$ cat src/rtl/cal_pkg.sv
package cal_pkg;

    localparam int unsigned DIGIT_W    = 4;
    localparam int unsigned YEAR_DIGS  = 4;
    localparam int unsigned DATE_DIGS  = 8;
    localparam int unsigned CUR_W      = $clog2(DATE_DIGS);
    localparam int unsigned BIN_W      = 7;

    typedef struct packed {
        logic [DIGIT_W-1:0] yth;
        logic [DIGIT_W-1:0] yhu;
        logic [DIGIT_W-1:0] yte;
        logic [DIGIT_W-1:0] yon;
        logic [DIGIT_W-1:0] mte;
        logic [DIGIT_W-1:0] mon;
        logic [DIGIT_W-1:0] dte;
        logic [DIGIT_W-1:0] don;
    } cal_date_t;

    typedef struct packed {
        cal_date_t          date;
        logic               setting;
        logic [CUR_W-1:0]   cursor;
    } cal_state_t;

    // Largest legal value for the digit at a cursor position.
    function automatic logic [DIGIT_W-1:0] digit_max(input int unsigned pos);
        case (pos)
            4:       return DIGIT_W'(1);
            6:       return DIGIT_W'(3);
            default: return DIGIT_W'(9);
        endcase
    endfunction

    // Two BCD digits to a small binary value.
    function automatic logic [BIN_W-1:0] bcd2bin(input logic [DIGIT_W-1:0] t,
                                                 input logic [DIGIT_W-1:0] o);
        return BIN_W'(t) * BIN_W'(10) + BIN_W'(o);
    endfunction

endpackage

$ cat src/rtl/cal_leap.sv
module cal_leap
    import cal_pkg::*;
(
    input  logic [DIGIT_W-1:0] yth,
    input  logic [DIGIT_W-1:0] yhu,
    input  logic [DIGIT_W-1:0] yte,
    input  logic [DIGIT_W-1:0] yon,
    output logic               leap
);
    // A two-digit BCD number divides by 4 when an even tens digit pairs
    // with ones 0/4/8, or an odd tens digit pairs with ones 2/6.
    function automatic logic pair_div4(input logic [DIGIT_W-1:0] t,
                                       input logic [DIGIT_W-1:0] o);
        if (t[0] == 1'b0)
            return (o == DIGIT_W'(0)) || (o == DIGIT_W'(4)) || (o == DIGIT_W'(8));
        else
            return (o == DIGIT_W'(2)) || (o == DIGIT_W'(6));
    endfunction

    logic low_zero;

    always_comb begin
        low_zero = (yte == '0) && (yon == '0);
        // Low pair zero: the year is a multiple of 100, so divisibility
        // by 400 reduces to the high pair dividing by 4.
        leap = low_zero ? pair_div4(yth, yhu) : pair_div4(yte, yon);
    end

endmodule

$ cat src/rtl/cal_mlen.sv
module cal_mlen
    import cal_pkg::*;
(
    input  logic [DIGIT_W-1:0] mte,
    input  logic [DIGIT_W-1:0] mon,
    input  logic               leap,
    output logic [DIGIT_W-1:0] len_te,
    output logic [DIGIT_W-1:0] len_on
);
    always_comb begin
        len_te = DIGIT_W'(3);
        len_on = DIGIT_W'(1);
        case ({mte, mon})
            8'h02: begin
                len_te = DIGIT_W'(2);
                len_on = leap ? DIGIT_W'(9) : DIGIT_W'(8);
            end
            8'h04, 8'h06, 8'h09, 8'h11: begin
                len_te = DIGIT_W'(3);
                len_on = DIGIT_W'(0);
            end
            default: begin
                len_te = DIGIT_W'(3);
                len_on = DIGIT_W'(1);
            end
        endcase
    end

endmodule

$ cat src/rtl/cal_year_inc.sv
module cal_year_inc
    import cal_pkg::*;
#(
    parameter int unsigned NDIG = YEAR_DIGS
) (
    input  logic [DIGIT_W*NDIG-1:0] yr_i,   // ones digit in the low nibble
    output logic [DIGIT_W*NDIG-1:0] yr_o
);
    logic [NDIG:0]             carry;
    logic [DIGIT_W*NDIG-1:0]   raw;

    assign carry[0] = 1'b1;

    for (genvar i = 0; i < NDIG; i++) begin : g_dig
        logic [DIGIT_W-1:0] d;
        assign d = yr_i[DIGIT_W*i +: DIGIT_W];
        assign raw[DIGIT_W*i +: DIGIT_W] =
            !carry[i]              ? d :
            (d == DIGIT_W'(9))     ? '0 : d + DIGIT_W'(1);
        assign carry[i+1] = carry[i] && (d == DIGIT_W'(9));
    end

    // An all-nines year wraps to year one rather than zero.
    assign yr_o = carry[NDIG] ? {{(DIGIT_W*NDIG-1){1'b0}}, 1'b1} : raw;

endmodule

$ cat src/rtl/cal_core.sv
module cal_core
    import cal_pkg::*;
(
    input  logic               clk,
    input  logic               rst_n,
    input  logic               day_tick,
    input  logic               key_mode,
    input  logic               key_sel,
    input  logic               key_inc,
    output logic [3:0]         year_th,
    output logic [3:0]         year_hu,
    output logic [3:0]         year_te,
    output logic [3:0]         year_on,
    output logic [3:0]         mon_te,
    output logic [3:0]         mon_on,
    output logic [3:0]         day_te,
    output logic [3:0]         day_on,
    output logic               leap_year,
    output logic               set_mode,
    output logic [2:0]         cursor
);
    localparam int unsigned DATE_W = DIGIT_W * DATE_DIGS;

    cal_state_t st_d, st_q;

    // Helpers fed from the registered state.
    logic                    leap_now;
    logic [DIGIT_W-1:0]      len_te, len_on;
    logic [DIGIT_W-1:0]      fix_mte, fix_mon;
    logic [DIGIT_W-1:0]      fix_len_te, fix_len_on;
    logic [DIGIT_W*YEAR_DIGS-1:0] yr_next;

    cal_leap u_leap (
        .yth (st_q.date.yth), .yhu (st_q.date.yhu),
        .yte (st_q.date.yte), .yon (st_q.date.yon),
        .leap(leap_now)
    );

    cal_mlen u_len_now (
        .mte(st_q.date.mte), .mon(st_q.date.mon), .leap(leap_now),
        .len_te(len_te), .len_on(len_on)
    );

    cal_year_inc #(.NDIG(YEAR_DIGS)) u_yinc (
        .yr_i({st_q.date.yth, st_q.date.yhu, st_q.date.yte, st_q.date.yon}),
        .yr_o(yr_next)
    );

    // Month repair applied on leaving setting mode.
    logic [BIN_W-1:0] mon_bin;
    always_comb begin
        mon_bin = bcd2bin(st_q.date.mte, st_q.date.mon);
        fix_mte = st_q.date.mte;
        fix_mon = st_q.date.mon;
        if (mon_bin == '0) begin
            fix_mte = DIGIT_W'(0);
            fix_mon = DIGIT_W'(1);
        end else if (mon_bin > BIN_W'(12)) begin
            fix_mte = DIGIT_W'(1);
            fix_mon = DIGIT_W'(2);
        end
    end

    cal_mlen u_len_fix (
        .mte(fix_mte), .mon(fix_mon), .leap(leap_now),
        .len_te(fix_len_te), .len_on(fix_len_on)
    );

    // Next-state logic.
    logic [BIN_W-1:0]   day_bin, len_bin, fix_len_bin;
    logic [DATE_W-1:0]  dvec;

    always_comb begin
        st_d        = st_q;
        day_bin     = bcd2bin(st_q.date.dte, st_q.date.don);
        len_bin     = bcd2bin(len_te, len_on);
        fix_len_bin = bcd2bin(fix_len_te, fix_len_on);
        dvec        = st_q.date;

        if (key_mode) begin
            st_d.setting = !st_q.setting;
            if (!st_q.setting) begin
                st_d.cursor = '0;
            end else begin
                st_d.date.mte = fix_mte;
                st_d.date.mon = fix_mon;
                if (day_bin == '0) begin
                    st_d.date.dte = DIGIT_W'(0);
                    st_d.date.don = DIGIT_W'(1);
                end else if (day_bin > fix_len_bin) begin
                    st_d.date.dte = fix_len_te;
                    st_d.date.don = fix_len_on;
                end
            end
        end else if (st_q.setting) begin
            if (key_inc) begin
                for (int p = 0; p < DATE_DIGS; p++) begin
                    if (st_q.cursor == CUR_W'(p)) begin
                        dvec[DATE_W-1-DIGIT_W*p -: DIGIT_W] =
                            (dvec[DATE_W-1-DIGIT_W*p -: DIGIT_W] >= digit_max(p))
                                ? '0
                                : dvec[DATE_W-1-DIGIT_W*p -: DIGIT_W] + DIGIT_W'(1);
                    end
                end
                st_d.date = dvec;
            end
            if (key_sel) begin
                st_d.cursor = (st_q.cursor == CUR_W'(DATE_DIGS-1))
                              ? '0 : st_q.cursor + CUR_W'(1);
            end
        end else if (day_tick) begin
            if (day_bin < len_bin) begin
                if (st_q.date.don == DIGIT_W'(9)) begin
                    st_d.date.don = '0;
                    st_d.date.dte = st_q.date.dte + DIGIT_W'(1);
                end else begin
                    st_d.date.don = st_q.date.don + DIGIT_W'(1);
                end
            end else begin
                st_d.date.dte = DIGIT_W'(0);
                st_d.date.don = DIGIT_W'(1);
                if ({st_q.date.mte, st_q.date.mon} == 8'h12) begin
                    st_d.date.mte = DIGIT_W'(0);
                    st_d.date.mon = DIGIT_W'(1);
                    {st_d.date.yth, st_d.date.yhu,
                     st_d.date.yte, st_d.date.yon} = yr_next;
                end else if (st_q.date.mon == DIGIT_W'(9)) begin
                    st_d.date.mte = DIGIT_W'(1);
                    st_d.date.mon = DIGIT_W'(0);
                end else begin
                    st_d.date.mon = st_q.date.mon + DIGIT_W'(1);
                end
            end
        end
    end

    always_ff @(posedge clk or negedge rst_n) begin
        if (!rst_n) begin
            st_q          <= '0;
            st_q.date.yon <= DIGIT_W'(1);
            st_q.date.mon <= DIGIT_W'(1);
            st_q.date.don <= DIGIT_W'(1);
        end else begin
            st_q <= st_d;
        end
    end

    assign year_th   = st_q.date.yth;
    assign year_hu   = st_q.date.yhu;
    assign year_te   = st_q.date.yte;
    assign year_on   = st_q.date.yon;
    assign mon_te    = st_q.date.mte;
    assign mon_on    = st_q.date.mon;
    assign day_te    = st_q.date.dte;
    assign day_on    = st_q.date.don;
    assign leap_year = leap_now;
    assign set_mode  = st_q.setting;
    assign cursor    = st_q.cursor;

    // Outside setting mode the date is always a legal one.
    p_legal_date_r11: assert property (@(posedge clk) disable iff (!rst_n)
        !st_q.setting |-> (mon_bin >= BIN_W'(1)) && (mon_bin <= BIN_W'(12)) &&
                          (day_bin >= BIN_W'(1)) && (day_bin <= len_bin));

    p_tick_moves_r2: assert property (@(posedge clk) disable iff (!rst_n)
        (!st_q.setting && !key_mode && day_tick) |=> !$stable(st_q.date));

    p_mode_toggle_r6: assert property (@(posedge clk) disable iff (!rst_n)
        key_mode |=> (st_q.setting != $past(st_q.setting)));

    p_frozen_r7: assert property (@(posedge clk) disable iff (!rst_n)
        (st_q.setting && !key_mode && !key_inc) |=> $stable(st_q.date));

    p_cursor_wrap_r8: assert property (@(posedge clk) disable iff (!rst_n)
        (st_q.setting && !key_mode && key_sel &&
         st_q.cursor == CUR_W'(DATE_DIGS-1)) |=> (st_q.cursor == '0));

    p_keys_idle_r10: assert property (@(posedge clk) disable iff (!rst_n)
        (!st_q.setting && !key_mode && !day_tick)
            |=> $stable(st_q.date) && $stable(st_q.cursor));

endmodule

$ cat config.mk
export PLATFORM = sky130hd
export DESIGN_NAME = cal_core
export DESIGN_NICKNAME = d
export VERILOG_FILES = /design/src/rtl/cal_pkg.sv /design/src/rtl/cal_leap.sv /design/src/rtl/cal_mlen.sv /design/src/rtl/cal_year_inc.sv /design/src/rtl/cal_core.sv
export SDC_FILE = /design/constraint.sdc
export NUM_CORES = 1
export LEC_CHECK = 0
export ABC_AREA = 1
export BUFFER_PORTS_ARGS = -buffer_cell sky130_fd_sc_hd__buf_2
export CORE_MARGIN = 2
export CORE_UTILIZATION = 60
export CTS_CLUSTER_SIZE = 25
export DETAILED_ROUTE_END_ITERATION = 7
export PLACE_DENSITY_LB_ADDON = 0.3
export SYNTH_ARGS = -nofsm -noshare
export SYNTH_HDL_FRONTEND = slang
export SYNTH_SLANG_ARGS = --single-unit
$ cat constraint.sdc
create_clock -name clk -period 4.41 [get_ports clk]
set_input_delay 0.2205 -clock clk [delete_from_list [all_inputs] [get_ports clk]]
set_output_delay 0.2205 -clock clk [all_outputs]
set_load 0.05 [all_outputs]
== Word-level counts from Yosys, hierarchy flattened ==
Cells that the tools add are included.

* Add/subtract/negate cells: 13
* Multipliers: 4
* Div/mod/pow operators: 0
* Magnitude comparators: 11
* Eq/ne operators: 47
* Shifts and indexed selects: 0
* Mux-type cells: 88
* Bitwise operators: 1
* Reduce and logical (&&, ||, !) cells: 36

{| class="wikitable"
|+ Operators with widths
! operator !! number
|-
| 4-bit 2-to-1 mux || 63
|-
| 32-bit 2-to-1 mux || 3
|-
| 16-bit 2-to-1 mux || 4
|-
| 4-bit by 1-bit adder with 4-bit output, second input constant || 8
|-
| 4-bit equality test, second input constant || 8
|-
| 8-bit by 3-bit equality test with 1-bit output, second input constant || 4
|-
| 4-bit >= comparator || 8
|-
| 8-bit 2-to-1 mux || 4
|-
| 7-bit by 4-bit adder with 7-bit output || 4
|-
| 8-bit by 5-bit equality test with 1-bit output, second input constant || 3
|-
| 4-bit by 3-bit multiplier with 6-bit output, second input constant || 4
|-
| 24-bit 2-to-1 mux || 1
|-
| 7-bit AND reduction || 3
|-
| 6-bit AND reduction || 3
|-
| 4-bit by 3-bit equality test with 1-bit output, second input constant || 4
|-
| 8-bit by 2-bit equality test with 1-bit output, second input constant || 2
|-
| 8-bit by 4-bit equality test with 1-bit output, second input constant || 2
|-
| 4-bit one-hot mux with 2 select lines || 2
|-
| 3-bit 2-to-1 mux || 5
|-
| 3-bit by 2-bit inequality test with 1-bit output, second input constant || 5
|-
| 7-bit logical NOT || 2
|-
| 3-bit equality test, second input constant || 4
|-
| 4-bit logical NOT || 3
|-
| 3-bit nonzero test || 4
|-
| other kinds (21) || 47
|}

* Register bits: 36
* Bits in latches: 0
* Bits in writable memories: 0
* Bits in read-only memories: 0
* Memories kept: 0

== Longest topological paths before layout ==
Gate-level depths: netlist (run 1).

* Depth after elaboration: 14
* Gate-level depth with buffers: 31
* Mapped depth without buffers: 31

== Modules after synthesis ==
Synthesis (run 1) repeated with hierarchy kept, for this count alone.

* Cell total of the unflattened synthesis: 802
* Area, all modules: 5275.1 um^2

{| class="wikitable"
|+ Modules (own cells, without submodules)
! module !! times used !! cells an instance !! area an instance (um^2) !! seq. area each (um^2)
|-
| cal_core || 1 || 608 || 4339.2 || 904.6
|-
| cal_year_inc || 1 || 99 || 506.7 || 0.0
|-
| cal_mlen || 2 || 32 || 146.4 || 0.0
|-
| cal_leap || 1 || 31 || 136.4 || 0.0
|}

== Worst setup path after synthesis (run 1) ==
OpenSTA, ideal clock, no wires.

* Kind: reg2reg
* From: register st_q (netlist bit mon_te[3])
* To: register st_q (netlist bit day_on[2])
* Setup time: 0.128 ns
* Arrival time: 3.655 ns
* Required time: 4.282 ns
* Slack: 0.627 ns
* Stages on the path, launching flop included: 26
* Path buffers: 0
* Period minus slack after synthesis: 3.783 ns
* Cells stage by stage: dfrtp_1 ha_1 ha_1 fa_1 inv_1 nand2_1 nand2_1 nor2_4 nand3_2 inv_2 nand2_1 nand2_1 nor2_4 nand2_4 inv_1 ha_1 inv_1 nor2_1 o21ai_0 nand3b_1 nand3_1 nand4_1 nand2_1 nor2_1 nand3_1 o21ai_0

* Longest elaborated chain between the ends: 12
* Elaborated cells on any way between the ends: 36
* Those cells by class: add/sub (3); mul (3); order compare (3); eq/ne (11); mux (12); reduce/logical (4)

{| class="wikitable"
|+ RTL lines
! element !! RTL line !! RTL
|-
| start: declaration || cal_core.sv:24 || <nowiki>cal_state_t st_d, st_q;</nowiki>
|-
| start signal: assignment || cal_core.sv:144 || <nowiki>st_q <= st_d;</nowiki>
|-
| 4-bit by 3-bit multiplier with 6-bit output || cal_pkg.sv:38 || <nowiki>return BIN_W'(t) * BIN_W'(10) + BIN_W'(o);</nowiki>
|-
| 7-bit by 4-bit adder with 7-bit output || cal_pkg.sv:38 ||
|-
| 7-bit by 4-bit greater-than comparator with 1-bit output || cal_core.sv:58 || <nowiki>end else if (mon_bin > BIN_W'(12)) begin</nowiki>
|-
| 4-bit 2-to-1 mux || cal_core.sv:58 ||
|-
| 4-bit 2-to-1 mux || cal_core.sv:55 || <nowiki>if (mon_bin == '0) begin</nowiki>
|-
| 8-bit by 2-bit equality test with 1-bit output, or another cell as far along || cal_mlen.sv:13 || <nowiki>case ({mte, mon})</nowiki>
|-
| 1-bit 2-to-1 mux or 4-bit OR reduction (tied branches) || cal_mlen.sv:13 ||
|-
| 4-bit by 3-bit multiplier with 6-bit output or 4-bit one-hot mux with 2 select lines (tied branches) || cal_pkg.sv:38, cal_mlen.sv:13 ||
|-
| 7-bit by 4-bit adder with 7-bit output || cal_pkg.sv:38 ||
|-
| 7-bit greater-than comparator || cal_core.sv:90 || <nowiki>end else if (day_bin > fix_len_bin) begin</nowiki>
|-
| 3-bit by 1-bit inequality test with 1-bit output (no line) || - ||
|-
| 5-bit AND reduction (no line) || - ||
|}

Parallel ways exist; a longest one is shown, timed or not. The select of a mux whose other input is x is not followed.
A chain may end at the register's enable or synchronous reset.

== Final worst setup path (run 1) ==
* From: register st_q (netlist bit mon_te[3])
* To: register st_q (netlist bit day_on[1])

Same word-level chain as after synthesis.

==> flow_metrics.py, run 1 <==
metrics = {
    "drt": {
        "wirelength_mm": 8.90,
        "first_pass_iters": 5,
        "routed_via_density": 5.54,
        "antenna_left": 0,
        "drc": 0,
        "initialDrtViolationCount": 235,
        "post_drt_wl_per_cell_um": 13.7,
        "vias": 3606,
    },
    "clock_tree": {
        "cts_resized": 0,
        "numCtsBuffers": 5,
        "cts_buffer_depth": 2,
        "post_cts_buffers": 0,
        "clockRootBuffer": "clkbuf_8",
        "cts_tree": "done",
        "insertion_delay_ps": 290,
        "cts.hold.buffers_added": 0,
        "cts.sinks": 36,
        "ctsHtreeMaxLevel": 2,
        "path_clk_slew_ps": 80,
    },
    "floorplanning": {
        "ios": 43,
        "die_height_um": 84.8,
        "dieArea_um2": 7180,
        "start_util": 0.620,
        "dieWidth_um": 84.8,
        "core_area_um2": 6310,
        "rows": 29,
    },
    "global_route": {
        "grt-busiest-layer": "met2",
        "overflow": 0,
        "use_met1": 0.356,
        "grt_pass1_vias": 3513,
        "grt_pass1_wl_mm": 15.7,
        "use_met2": 0.435,
        "grt_antenna_before_repair": 0,
        "grt_use_total": 0.264,
        "gr-usage-met3": 0.0433,
        "grt_max_degree": 37,
    },
    "cells_and_area": {
        "finalNetCount": 637,
        "n_antenna_cell": 0,
        "drive_above_1_share": 0.183,
        "area_delta_synth_final_pct": 9.69,
    },
    "sta": {
        "fmax_mhz": 259,
        "fin_worst_skew_ps": 5.98,
        "maxSlewViolCount": 0,
        "finalHoldViolCount": 0,
        "period_minus_slack_ps": 3870,
        "slew-limit-headroom": 0.433,
        "tightest_slew_ps": 850,
        "final.setup.tns_ps": 0,
        "setup_viol": 0,
        "rsz0062_at_grt": "false",
        "finalCritPeriodShare": 0.877,
    },
    "yosys": {
        "ys_warn_count": 0,
        "synth_cell_types": 45,
        "ys_ff_latch": 36,
        "syn_avg_cell_area_um2": 7.40,
        "syn_inst": 529,
        "post_synth_instance_area_um2": 3910,
        "synth_fp_nets": 593,
        "ys_seq_area_frac": 0.231,
    },
    "setup_path": {
        "cp.arrival_ps": 4040,
        "crit_fanout": 6,
        "worst_setup_path_end_kind": "flop",
        "cp.required_ps": 4580,
        "setup.worst_path.start_class": "flop",
        "worst-r2r-setup-slack_ps": 540,
        "rr_endpoint": "day_on[1]",
        "r2r-start": "mon_te[3]",
        "crit_type": "reg2reg",
        "rr_worst_depth": 25,
    },
    "placement": {
        "dp_hpwl_mm": 6.97,
        "port_buffers": 42,
        "gp_congestion": 0.891,
    },
    "min_path": {
        "min-delay-path-class": "in2async",
    },
    "run": {
        "max_cap_violations": 0,
    },
    "status": {
        "status": "completed",
    },
}
## metal layers
layer / routed length, um / up-vias
met2: 4220 / 96
met5: 0 / -
met4: 184 / 0
li1: - / 1825
met3: 452 / 23
met1: 4040 / 1662
## flip-flops by register name, indices dropped and copies added, names as in the netlist
name and count:
mon_on 4, year_on 4, year_te 4, set_mode 1
year_hu 4, day_on 4, year_th 4, cursor 3
day_te 4, mon_te 4
## worst max-delay path, cell delays in order, from the launching register on
cell and delay (ps):
dfrtp_1 450, ha_1 300, ha_1 210, fa_1 530, inv_1 50, nand2_1 60
nand2_1 100, nor2_4 190, nand3_2 100, inv_2 80, nand2_1 60, nand2_1 110
nor2_4 50, nand2_4 80, inv_1 50, ha_1 300, inv_1 60, nor2_1 30
o21ai_0 140, nand3b_1 90, nand3_1 70, nand4_1 140, nand2_1 200, nor2_1 80
nand3_1 110, o21ai_0 90
## cell type report
class / instances / area [um^2]
sequential: 36 / 905
multi-input combinational: 405 / 2670
fill: 572 / 2020
inverter: 83 / 317
timing repair buffer: 42 / 210
clock buffer: 6 / 82.6
clock inverter: 2 / 10.0
tap: 77 / 96.3
## Yosys cell counts, drive strengths merged
cell type,number,share of area
nand4,12,0.028
nor2,57,0.067
xnor2,7,0.018
o21ai,38,0.049
nand3b,1,0.0019
inv,83,0.081
a21boi,2,0.0038
ha,54,0.17
buf,2,0.0022
o211ai,2,0.0051
nand2,101,0.11
o22ai,2,0.0032
and3,1,0.0016
a211oi,3,0.0058
nand3,61,0.090
clkbuf,3,0.0029
a211o,7,0.016
xor2,14,0.031
or2,4,0.0070
dfstp,3,0.020
nor4,1,0.0016
a21oi,23,0.029
fa,4,0.020
dfrtp,33,0.21
nor3,8,0.014
o31ai,2,0.0038
o21a,1,0.0019
## how the worst max path moves through the flow
stage | from | endpoint | slack (ps) | depth (start not counted)
after floorplan | mon_te[3] | day_on[2] | 630 | 25
after global placement | mon_te[3] | day_on[1] | 810 | 25
after detailed placement | mon_te[1] | day_on[1] | 590 | 25
after CTS | mon_te[1] | day_on[1] | 580 | 25
after global routing | mon_te[3] | day_on[1] | 230 | 25
final | mon_te[3] | day_on[1] | 540 | 25
## cells in the final DEF, fill, tap and decap left out, drive strengths merged, types with 14 or more instances in the layout
| cell | instances |
|---|---|
| a21oi | 23 |
| o21ai | 38 |
| inv | 83 |
| dfrtp | 33 |
| nor2 | 57 |
| nand3 | 61 |
| ha | 54 |
| buf | 42 |
| nand2 | 101 |
| xor2 | 14 |
## kinds of logic (layout without fill, tap and decap cells)
family	count (synthesis)	count (layout)	synth area share
xor+xnor	21	21	0.0489
simple gates	246	246	0.323
buf+inv	88	133	0.0860
fa+ha+maj	58	58	0.193
compound gates	80	80	0.117
flops	36	36	0.231
## through the flow
step	utilization	cells	hold WS, ps	setup WS (ps)	instance area [um^2]
3_3_place_gp	0.665	643	378	814	4200
3_5_place_dp	0.665	643	379	588	4200
6_report	0.680	651	30.5	544	4290
5_1_grt	0.680	651	105	232	4290
2_1_floorplan	-	529	-75.1	627	3910
4_1_cts	0.680	651	69.5	582	4290
Power of run 1 is left out: the tool's default activity adds up to more than one toggle a clock period on the data nets, which glitch-free logic cannot reach.
==> run 2, diff against run 1 <==
--- a/config.mk
+++ b/config.mk
@@ -7,6 +7,7 @@
 export LEC_CHECK = 0
 export ABC_AREA = 1
 export BUFFER_PORTS_ARGS = -buffer_cell sky130_fd_sc_hd__buf_2
+export CORE_ASPECT_RATIO = 0.75
 export CORE_MARGIN = 2
 export CORE_UTILIZATION = 60
 export CTS_CLUSTER_SIZE = 25
@@ -14,4 +15,5 @@
 export PLACE_DENSITY_LB_ADDON = 0.3
 export SYNTH_ARGS = -nofsm -noshare
 export SYNTH_HDL_FRONTEND = slang
+export SYNTH_HIERARCHICAL = 1
 export SYNTH_SLANG_ARGS = --single-unit
==> run 2 against run 1 <==
  * The flow now finishes with violations (setup timing)
  * First-iteration DRC count rose by 94%
  * Maximum frequency fell by 14%
  * Critical path depth rose by 6
  * Die area rose by 33%
  * Area after synthesis rose by 35%
  * Flip-flop and latch count did not move
  * Worst setup slack got worse by 620 ps
  * Synthesized cell count rose by 52%
  * Cell count rose by 49%
  * Utilization rose by 3.4 points
  * Non-clock buffer count rose by 20
  * Sequential share of layout area fell by 6.0 points
  * Largest cell class unchanged
  * Highest routed layer unchanged
==> flow_metrics.py, run 2 <==
metrics = {
    "setup_path": {
        "crit_type": "reg2reg",
        "cp.arrival_ps": 4660,
        "worst_setup_path_end_kind": "flop",
        "worst-r2r-setup-slack_ps": -80,
        "rr_worst_depth": 31,
        "crit_path_frequent_cell": "nand2_1",
        "max_stage_delay_ps": 560,
        "slowest_stage": "fa_1",
        "crit_fanout": 6,
        "cp.required_ps": 4580,
        "r2r-start": "mon_te[3]",
        "rr_endpoint": "day_on[3]",
        "setup.worst_path.start_class": "flop",
    },
    "clock_tree": {
        "numCtsBuffers": 5,
        "cts.hold.buffers_added": 0,
        "ctsHtreeMaxLevel": 2,
        "insertion_delay_ps": 290,
        "cts_tree": "done",
        "clockRootBuffer": "clkbuf_16",
        "cts.sinks": 36,
        "cts_buffer_depth": 2,
        "path_clk_slew_ps": 60,
    },
    "sta": {
        "slew-limit-headroom": 0.424,
        "maxSlewViolCount": 0,
        "fmax_mhz": 223,
        "period_minus_slack_ps": 4490,
        "fin_worst_skew_ps": 10.5,
        "finalHoldViolCount": 0,
        "setup_slack_ps": -76.7,
        "tightest_slew_ps": 864,
        "finalCritPeriodShare": 1.02,
        "rsz0062_at_grt": "true",
        "setup_viol": 8,
    },
    "drt": {
        "wirelength_mm": 14.1,
        "post_drt_wl_per_cell_um": 14.6,
        "vias": 5365,
        "drc": 0,
        "initialDrtViolationCount": 455,
        "antenna_left": 0,
        "routed_via_density": 5.54,
        "first_pass_iters": 5,
    },
    "cells_and_area": {
        "final_util": 0.713,
        "stdcell_count": 969,
        "final_cell_mix": "nand2_1, inv_1, ha_1",
        "finalNetCount": 944,
        "area_delta_synth_final_pct": 14.8,
        "n_antenna_cell": 0,
        "drive_above_1_share": 0.197,
        "layout_commonest_cell": "nand2_1",
    },
    "yosys": {
        "ys_ff_latch": 36,
        "synthTopCellsByCount": "nand2_1, inv_1, ha_1",
        "synth_area_leader_cell": "ha_1",
        "yosysMostFrequentCell": "nand2_1",
        "ys_seq_area_frac": 0.171,
        "synth_cell_types": 47,
        "post_synth_instance_area_um2": 5280,
        "dominantRegCellSynth": "dfrtp_1",
        "synthTopCellsByArea": "ha_1, nand2_1, dfrtp_1",
        "synth_top_area_share": 0.166,
        "syn_avg_cell_area_um2": 6.58,
        "async_reset_ff_frac": 1.00,
        "syn_inst": 802,
        "ys_warn_count": 6,
        "synth_edf_count": 0,
    },
    "floorplanning": {
        "core_area_um2": 8490,
        "dieWidth_um": 112,
        "die_height_um": 85.2,
        "start_util": 0.621,
        "ios": 43,
        "dieArea_um2": 9570,
        "rows": 29,
    },
    "global_route": {
        "grt_max_degree": 37,
        "grt_pass1_vias": 5157,
        "grt_use_total": 0.301,
        "overflow": 0,
        "grt_antenna_before_repair": 0,
        "grt_pass1_wl_mm": 23.9,
    },
    "placement": {
        "gp_congestion": 0.919,
        "dp_hpwl_mm": 10.5,
        "port_buffers": 42,
        "place_ws_ps": -133,
        "place_inst": 951,
    },
    "status": {
        "violations": "setup timing",
        "status": "complete, but fails checks",
    },
    "run": {
        "max_cap_violations": 0,
    },
    "min_path": {
        "min-delay-path-class": "in2async",
    },
}
-- run 2: cell types whose count changed in the layout (fill, tap and decap cells not counted), sizes merged, moves of 7 or more --
cell,before,now
inv,83,136
a211o,7,0
nand2,101,235
o21ai,38,55
conb,0,10
xor2,14,22
ha,54,70
buf,42,62
nor2,57,86
-- run 2: layer usage --
| layer | up-vias | wire, um | part of all wire | GRT usage |
|---|---|---|---|---|
| li1 | 2628 | - | - | - |
| met2 | 252 | 6520 | 0.46 | 0.505 |
| met4 | 0 | 333 | 0.024 | 0.0843 |
| met5 | - | 0 | 0 | 0 |
| met1 | 2448 | 6150 | 0.44 | 0.412 |
| met3 | 37 | 1100 | 0.078 | 0.0379 |
-- run 2: repair_timing --
| action | in CTS | in global routing |
|---|---|---|
| buffers inserted | 5 | 5 |
| endpoints found under the setup margin | 8 | 8 |
| pin swaps | 19 | 30 |
| resized for setup | 16 | 25 |
| cloned | 0 | 0 |
| hold endpoints to repair | 0 | 0 |
-- run 2: final cells by class --
cell class / count / area (um^2)
flip-flops and latches: 36 / 912
fillers: 676 / 2430
multi-input cells: 617 / 3950
repair buffers: 62 / 373
well taps: 108 / 135
clock inverters: 1 / 7.51
clock buffers: 7 / 143
inverters: 138 / 536
-- run 2: metrics by stage --
step | hold slack [ps] | instance area, um^2 | setup TNS [ps]
3_5_place_dp | 379 | 5660 | -927
5_1_grt | 116 | 6060 | -2280
6_report | 46.9 | 6060 | -481
3_3_place_gp | 354 | 5660 | 0
2_1_floorplan | -75.1 | 5350 | 0
4_1_cts | 76.0 | 5940 | 0
-- run 2: worst max path at each step --
stage / cells after the start / slack [ps] / from / to
floorplan: 30 / 20 / mon_te[3] / day_on[3]
global placement: 30 / 40 / mon_te[3] / day_on[2]
detailed placement: 31 / -130 / mon_te[3] / day_te[1]
CTS: 30 / 6 / mon_te[3] / day_te[1]
global route: 31 / -300 / mon_te[3] / day_on[2]
finish: 31 / -80 / mon_te[3] / day_on[3]
-- run 2: critical path, delay by kind of cell, from the launching register on --
family | cells | cell delay [ps]
adder cells (fa/ha/maj) | 6 | 1680
XOR/XNOR | 1 | 170
flip-flops | 1 | 480
AO/OA/AOI/OAI | 2 | 280
AND/OR/NAND/NOR | 17 | 1480
buffers and inverters | 5 | 290
-- run 2: cells by family (layout without fill, tap and decap cells) --
kind of cell,Yosys count,in the layout,share of synthesized area
flops,36,36,0.171
xor+xnor,29,29,0.0481
compound gates,90,90,0.0930
simple gates,410,410,0.366
fa+ha+maj,78,78,0.196
buf+inv,155,208,0.122
other cells,4,10,0.00285
Power of run 2 is left out for the same reason.
